[src/rtl/irq_pkg.sv]
package irq_pkg;
  typedef enum logic [1:0] {
    SVC_IDLE = 2'd0,
    SVC_LOW  = 2'd1,
    SVC_HIGH = 2'd2
  } svc_lvl_e;

  localparam int          VEC_W    = 16;
  localparam logic [15:0] VEC_HI   = 16'h0008;
  localparam logic [15:0] VEC_LO   = 16'h0018;
  localparam int          MODE_ADR = 0;
  localparam int          GATE_ADR = 1;
  localparam int          FLG_BASE = 2;
endpackage

[src/rtl/irq_regfile.sv]
module irq_regfile #(
  parameter int NUM_SRC = 16,
  parameter int ADDR_W  = 3
) (
  input  logic               clk_i,
  input  logic               rst_ni,
  input  logic               wr_i,
  input  logic [ADDR_W-1:0]  addr_i,
  input  logic [7:0]         wdata_i,
  output logic [7:0]         rdata_o,
  input  logic [NUM_SRC-1:0] evt_i,
  input  logic               clr_h_i,
  input  logic               clr_l_i,
  input  logic               set_h_i,
  input  logic               set_l_i,
  output logic               prio_mode_o,
  output logic               gate_h_o,
  output logic               gate_l_o,
  output logic [NUM_SRC-1:0] flags_o,
  output logic [NUM_SRC-1:0] enables_o,
  output logic [NUM_SRC-1:0] levels_o
);
  import irq_pkg::*;
  localparam int NB      = NUM_SRC / 8;
  localparam int EN_BASE = FLG_BASE + NB;
  localparam int PR_BASE = EN_BASE + NB;

  logic [NUM_SRC-1:0] flags_n, en_n, pr_n;
  logic               mode_n, h_n, l_n;

  always_comb begin
    flags_n = flags_o;
    en_n    = enables_o;
    pr_n    = levels_o;
    mode_n  = prio_mode_o;
    h_n     = gate_h_o;
    l_n     = gate_l_o;
    if (wr_i) begin
      if (addr_i == ADDR_W'(MODE_ADR)) mode_n = wdata_i[7];
      if (addr_i == ADDR_W'(GATE_ADR)) begin
        h_n = wdata_i[7];
        l_n = wdata_i[6];
      end
      for (int b = 0; b < NB; b++) begin
        if (addr_i == ADDR_W'(FLG_BASE + b)) flags_n[8*b +: 8] = wdata_i;
        if (addr_i == ADDR_W'(EN_BASE + b))  en_n[8*b +: 8]    = wdata_i;
        if (addr_i == ADDR_W'(PR_BASE + b))  pr_n[8*b +: 8]    = wdata_i;
      end
    end
    flags_n = flags_n | evt_i;
    if (clr_h_i) h_n = 1'b0;
    if (clr_l_i) l_n = 1'b0;
    if (set_h_i) h_n = 1'b1;
    if (set_l_i) l_n = 1'b1;
  end

  always_ff @(posedge clk_i or negedge rst_ni) begin
    if (!rst_ni) begin
      flags_o     <= '0;
      enables_o   <= '0;
      levels_o    <= '0;
      prio_mode_o <= 1'b0;
      gate_h_o    <= 1'b0;
      gate_l_o    <= 1'b0;
    end else begin
      flags_o     <= flags_n;
      enables_o   <= en_n;
      levels_o    <= pr_n;
      prio_mode_o <= mode_n;
      gate_h_o    <= h_n;
      gate_l_o    <= l_n;
    end
  end

  always_comb begin
    rdata_o = '0;
    if (addr_i == ADDR_W'(MODE_ADR)) rdata_o = {prio_mode_o, 7'b0};
    if (addr_i == ADDR_W'(GATE_ADR)) rdata_o = {gate_h_o, gate_l_o, 6'b0};
    for (int b = 0; b < NB; b++) begin
      if (addr_i == ADDR_W'(FLG_BASE + b)) rdata_o = flags_o[8*b +: 8];
      if (addr_i == ADDR_W'(EN_BASE + b))  rdata_o = enables_o[8*b +: 8];
      if (addr_i == ADDR_W'(PR_BASE + b))  rdata_o = levels_o[8*b +: 8];
    end
  end
endmodule

[src/rtl/irq_arbiter.sv]
module irq_arbiter #(
  parameter int NUM_SRC  = 16,
  parameter int CORE_SRC = 3
) (
  input  logic                      prio_mode_i,
  input  logic                      gate_h_i,
  input  logic                      gate_l_i,
  input  logic                      hi_busy_i,
  input  logic [NUM_SRC-1:0]        flags_i,
  input  logic [NUM_SRC-1:0]        enables_i,
  input  logic [NUM_SRC-1:0]        levels_i,
  output logic                      req_o,
  output logic                      lvl_hi_o,
  output logic [irq_pkg::VEC_W-1:0] vec_o
);
  import irq_pkg::*;
  logic [NUM_SRC-1:0] core_mask, armed, flat_sel;
  logic               hi_any, lo_any;

  for (genvar i = 0; i < NUM_SRC; i++) begin : g_core
    assign core_mask[i] = (i < CORE_SRC);
  end

  assign armed    = flags_i & enables_i;
  assign flat_sel = gate_l_i ? {NUM_SRC{1'b1}} : core_mask;

  always_comb begin
    if (prio_mode_i) begin
      hi_any = gate_h_i && |(armed & levels_i);
      lo_any = gate_l_i && !hi_busy_i && |(armed & ~levels_i);
    end else begin
      hi_any = gate_h_i && |(armed & flat_sel);
      lo_any = 1'b0;
    end
  end

  assign req_o    = hi_any | lo_any;
  assign lvl_hi_o = hi_any;
  assign vec_o    = hi_any ? VEC_HI : VEC_LO;
endmodule

[src/rtl/irq_level_stack.sv]
module irq_level_stack (
  input  logic                     clk_i,
  input  logic                     rst_ni,
  input  logic                     take_i,
  input  logic                     take_hi_i,
  input  logic                     ret_i,
  output logic                     clr_h_o,
  output logic                     clr_l_o,
  output logic                     set_h_o,
  output logic                     set_l_o,
  output logic                     hi_busy_o,
  output irq_pkg::svc_lvl_e        svc_lvl_o
);
  import irq_pkg::*;
  logic [1:0] cnt_q;
  logic [1:0] ent_q;
  logic       top_hi, pop;

  always_comb begin
    case (cnt_q)
      2'd1:    top_hi = ent_q[0];
      2'd2:    top_hi = ent_q[1];
      default: top_hi = 1'b0;
    endcase
  end

  assign pop       = ret_i && !take_i && (cnt_q != 2'd0);
  assign clr_h_o   = take_i && take_hi_i;
  assign clr_l_o   = take_i && !take_hi_i;
  assign set_h_o   = pop && top_hi;
  assign set_l_o   = pop && !top_hi;
  assign hi_busy_o = top_hi;
  assign svc_lvl_o = (cnt_q == 2'd0) ? SVC_IDLE : (top_hi ? SVC_HIGH : SVC_LOW);

  always_ff @(posedge clk_i or negedge rst_ni) begin
    if (!rst_ni) begin
      cnt_q <= 2'd0;
      ent_q <= 2'b00;
    end else if (take_i && cnt_q != 2'd2) begin
      ent_q[cnt_q[0]] <= take_hi_i;
      cnt_q           <= cnt_q + 2'd1;
    end else if (pop) begin
      cnt_q <= cnt_q - 2'd1;
    end
  end
endmodule

[src/rtl/irq_two_level_ctrl.sv]
module irq_two_level_ctrl #(
  parameter int NUM_SRC  = 16,
  parameter int CORE_SRC = 3,
  parameter int ADDR_W   = $clog2(2 + 3 * (NUM_SRC / 8))
) (
  input  logic               clk_i,
  input  logic               rst_ni,
  input  logic [NUM_SRC-1:0] evt_i,
  input  logic               reg_wr_i,
  input  logic [ADDR_W-1:0]  reg_addr_i,
  input  logic [7:0]         reg_wdata_i,
  output logic [7:0]         reg_rdata_o,
  output logic               irq_req_o,
  output logic [15:0]        irq_vec_o,
  output logic               irq_lvl_hi_o,
  input  logic               irq_ack_i,
  input  logic               irq_ret_i,
  output logic [1:0]         svc_lvl_o
);
  import irq_pkg::*;
  logic [NUM_SRC-1:0] flags_q, enables_q, levels_q;
  logic               prio_mode_q, gate_h_q, gate_l_q;
  logic               clr_h, clr_l, set_h, set_l, hi_busy, take;
  svc_lvl_e           svc_lvl;

  assign take      = irq_ack_i && irq_req_o;
  assign svc_lvl_o = svc_lvl;

  irq_regfile #(.NUM_SRC(NUM_SRC), .ADDR_W(ADDR_W)) regs_i (
    .clk_i, .rst_ni,
    .wr_i(reg_wr_i), .addr_i(reg_addr_i), .wdata_i(reg_wdata_i), .rdata_o(reg_rdata_o),
    .evt_i, .clr_h_i(clr_h), .clr_l_i(clr_l), .set_h_i(set_h), .set_l_i(set_l),
    .prio_mode_o(prio_mode_q), .gate_h_o(gate_h_q), .gate_l_o(gate_l_q),
    .flags_o(flags_q), .enables_o(enables_q), .levels_o(levels_q)
  );

  irq_arbiter #(.NUM_SRC(NUM_SRC), .CORE_SRC(CORE_SRC)) arb_i (
    .prio_mode_i(prio_mode_q), .gate_h_i(gate_h_q), .gate_l_i(gate_l_q),
    .hi_busy_i(hi_busy), .flags_i(flags_q), .enables_i(enables_q), .levels_i(levels_q),
    .req_o(irq_req_o), .lvl_hi_o(irq_lvl_hi_o), .vec_o(irq_vec_o)
  );

  irq_level_stack stk_i (
    .clk_i, .rst_ni,
    .take_i(take), .take_hi_i(irq_lvl_hi_o), .ret_i(irq_ret_i),
    .clr_h_o(clr_h), .clr_l_o(clr_l), .set_h_o(set_h), .set_l_o(set_l),
    .hi_busy_o(hi_busy), .svc_lvl_o(svc_lvl)
  );
endmodule

[config.mk]
export PLATFORM = sky130hd
export DESIGN_NAME = irq_two_level_ctrl
export DESIGN_NICKNAME = d
export VERILOG_FILES = /design/src/rtl/irq_pkg.sv /design/src/rtl/irq_regfile.sv /design/src/rtl/irq_arbiter.sv /design/src/rtl/irq_level_stack.sv /design/src/rtl/irq_two_level_ctrl.sv
export SDC_FILE = /design/constraint.sdc
export NUM_CORES = 1
export LEC_CHECK = 0
export BUFFER_PORTS_ARGS = -buffer_cell sky130_fd_sc_hd__buf_2
export CORE_ASPECT_RATIO = 0.9
export CORE_MARGIN = 1.5
export CORE_UTILIZATION = 35
export DETAILED_ROUTE_END_ITERATION = 8
export GPL_TIMING_DRIVEN = 0
export PLACE_DENSITY_LB_ADDON = 0.12
export SLEW_MARGIN = 20
export SYNTH_ARGS = -nofsm -noshare
export SYNTH_HDL_FRONTEND = slang
export SYNTH_SLANG_ARGS = --single-unit
export TNS_END_PERCENT = 100
[constraint.sdc]
create_clock -name clk_i -period 5.15 [get_ports clk_i]
set_clock_uncertainty 0.15 [all_clocks]
set_input_delay 0.2575 -clock clk_i [delete_from_list [all_inputs] [get_ports clk_i]]
set_output_delay 0.2575 -clock clk_i [all_outputs]
set_load 0.01 [all_outputs]
==> impl_metrics.toml <==
[clocking]
clockBufferDepth = 2
clockRootBuffer = "clkbuf_8"
cts.reportedPaths.clkPinSlew_ns = 0.10
cts_tree = "yes"
numCtsBuffers = 5
post_cts_buffers = 0
ctsHtreeMaxLevel = 2
clock-sinks = 55
worstSkewPairLatency_ns = 0.32

[yosys]
synth.avg_cell_area_um2 = 9.83
netlist_area_mm2 = 0.00329
synth_edf_count = 0
postSynth.asyncResetShare = 1.00
yosysTopAreaCell = "dfrtp_1"
synth.distinct_cells = 43
synth-seq-cells = 55
ys_seq_area_frac = 0.418
synth.top_cell.area_share = 0.418
yosys_warnings = 0
synthTopCellsByArea = "dfrtp_1, mux2_2, nand3b_1, nand2_1, nand3_1"
synthCells = 335
synth_top_flop_cell = "dfrtp_1"

[pwr]
max-vdd-ir-drop_mv = 0.118
leakage_uw = 0.00172
total_power_uw = 1370
p_per_area_mw_per_mm2 = 348

[floorplan]
ios = 60
die_w_um = 105
fp.dieH_um = 95.0
die-area_mm2 = 0.0100
num_rows = 33
core_mm2 = 0.00913
start_util = 0.361

[placement]
portBuffers = 42
dp_slack_ns = 2.65
gp_congestion = 0.921
dp_cells = 512
post-dp-hpwl_um = 6690

[detailed_routing]
drc = 0
ant_nets = 0
via_per_inst = 5.25
first_pass_iters = 4
routed_wirelength_um = 9330
drt-wirelength-per-cell_um = 17.5
drt_iter0_drc = 138
dr_total_vias = 2800

[critical_path]
worstPathRequired_ns = 4.74
r2r_slack_ns = 2.61
path_class = "reg -> out"
cp.arrival_ns = 2.44
cp_max_fo = 8
start_kind = "register"
endpoint_kind = "output port"

[worst_hold_path]
hp-class = "in -> reg"

[global_route]
antenna_found_initial = 0
grt_first_pass_wirelength_um = 14700
grt_use_total = 0.193
grt_max_degree = 56
first_global_vias = 2636
grt_remaining_overflow = 0

[cells_and_area]
multiInputGateArea_mm2 = 0.00178
seq_area_mm2 = 0.00138
finalNetCount = 446
fill_cells = 938
fin_cells = 533
diodes = 0
drive_gt1_frac = 0.275
layout-area-overhead-vs-synth_pct = 19.4

[status]
status = "complete, but fails checks"
violations = "hold timing"

[sta]
setup_viol = 0
hold_viol = 1
fmax_mhz = 352
worstMarginPinSlew_ns = 0.723
finalSetupTns_ns = 0
rsz0062_at_grt = "false"
max_slew_margin = 0.518
fin_ws_ns = 2.31
timing.hold.ws_ns = -0.00376
slew_viol_final = 0
fin_crit_ns = 2.84
finalCritPeriodShare = 0.552

[flow_run]
max_cap_violations = 0
[logic make-up after synthesis]
family	synth area share
AND/OR/NAND/NOR	0.216
AO/OA/AOI/OAI	0.127
flip-flops	0.418
multiplexers	0.169
buffers and inverters	0.0559
adder cells (fa/ha/maj)	0.0114
other	0.00228
[cells in the final DEF, fill, tap and decap left out, drive strengths merged, types with 6 or more instances in the layout]
cell         instances
a21oi               13
buf                 60
dfrtp               55
a221oi               6
nor2                 6
mux2                46
nand2               48
a22oi               11
nand4                6
o21ai                8
nand3               23
dlygate4sd3         14
clkbuf              16
nand3b              30
conb                15
[Yosys cell counts (2+ instances only)]
| cell | count |
|---|---|
| buf_1 | 2 |
| a21oi_1 | 13 |
| nand4_1 | 6 |
| nor4_1 | 3 |
| nand3b_1 | 30 |
| nor2b_1 | 4 |
| mux2i_1 | 4 |
| nand2b_1 | 2 |
| nor3_1 | 3 |
| a22o_1 | 3 |
| nor2_1 | 6 |
| a22oi_1 | 11 |
| mux2_2 | 45 |
| o21a_1 | 3 |
| ha_1 | 3 |
| a31oi_1 | 2 |
| o2111ai_1 | 4 |
| inv_1 | 3 |
| buf_4 | 15 |
| conb_1 | 2 |
| nand2_1 | 48 |
| dfrtp_1 | 55 |
| nand3_1 | 23 |
| clkbuf_1 | 11 |
| o21ai_0 | 6 |
| a221oi_1 | 6 |
| and2_1 | 3 |
| and3_1 | 4 |
[final cells by class]
cell class | count | area share
well taps | 122 | 0.0388
clock inverters | 2 | 0.00414
flip-flops and latches | 55 | 0.350
repair buffers | 56 | 0.0897
plain buffers | 29 | 0.0439
multi-input cells | 261 | 0.453
clock buffers | 5 | 0.0175
inverters | 3 | 0.00286
[metal layers]
layer | up-vias | GRT usage | wire [um]
met1 | 1357 | 0.287 | 4650
li1 | 1357 | - | -
met2 | 76 | 0.297 | 4030
met5 | - | 0 | 0
met4 | 0 | 0.0434 | 113
met3 | 10 | 0.0253 | 535
[worst paths after layout]
check | from | end | cells past startpoint
min | evt_i[4] | regs_i.flags_o[4]$_DFF_PN0_ | 2
max reg2reg | stk_i.cnt_q[0]$_DFFE_PN0P_ | stk_i.cnt_q[1]$_DFFE_PN0P_ | 8
max | stk_i.cnt_q[0]$_DFFE_PN0P_ | irq_req_o | 8
min in group asynchronous | rst_ni | regs_i.enables_o[8]$_DFFE_PN0P_ | 2
min reg2reg | stk_i.ent_q[0]$_DFFE_PN0P_ | stk_i.ent_q[0]$_DFFE_PN0P_ | 1
max in group asynchronous | rst_ni | regs_i.levels_o[7]$_DFFE_PN0P_ | 2
[sequential cells by signal, indices dropped and copies added, names as in the netlist]
| name | cells |
|---|---|
| regs_i.enables_o | 16 |
| regs_i.flags_o | 16 |
| regs_i.gate_h_o | 1 |
| regs_i.gate_l_o | 1 |
| regs_i.levels_o | 16 |
| regs_i.prio_mode_o | 1 |
| stk_i.cnt_q | 2 |
| stk_i.ent_q | 2 |
[power breakdown]
group | total [uW] | leakage [uW] | switching, uW | internal [uW]
Sequential | 611 | 0.000612 | 94.3 | 517
Clock | 246 | 0.0000406 | 150 | 95.3
Combinational | 513 | 0.00107 | 259 | 254
Total | 1370 | 0.00172 | 504 | 866
[metrics by stage]
stage	utilization	instance area, um^2
2_1_floorplan	-	3340
3_3_place_gp	0.406	3700
3_5_place_dp	0.406	3710
4_1_cts	0.430	3920
5_1_grt	0.431	3930
6_report	0.431	3930
[critical path, cell delays in order, from the launching register on]
cell and delay (ns):
dfrtp_1 0.44, inv_1 0.13, ha_1 0.26, a22o_1 0.25
nand2_1 0.15, nand3_1 0.12, nor2_1 0.45, or2_4 0.22
buf_2 0.12
[what timing repair did]
action | CTS | global route
resized for setup | 0 | 0
hold buffers | 13 | 1
endpoints found under the setup margin | 0 | 0
hold endpoints to repair | 67 | 1
No activity file was read; power rests on OpenSTA's default activity.
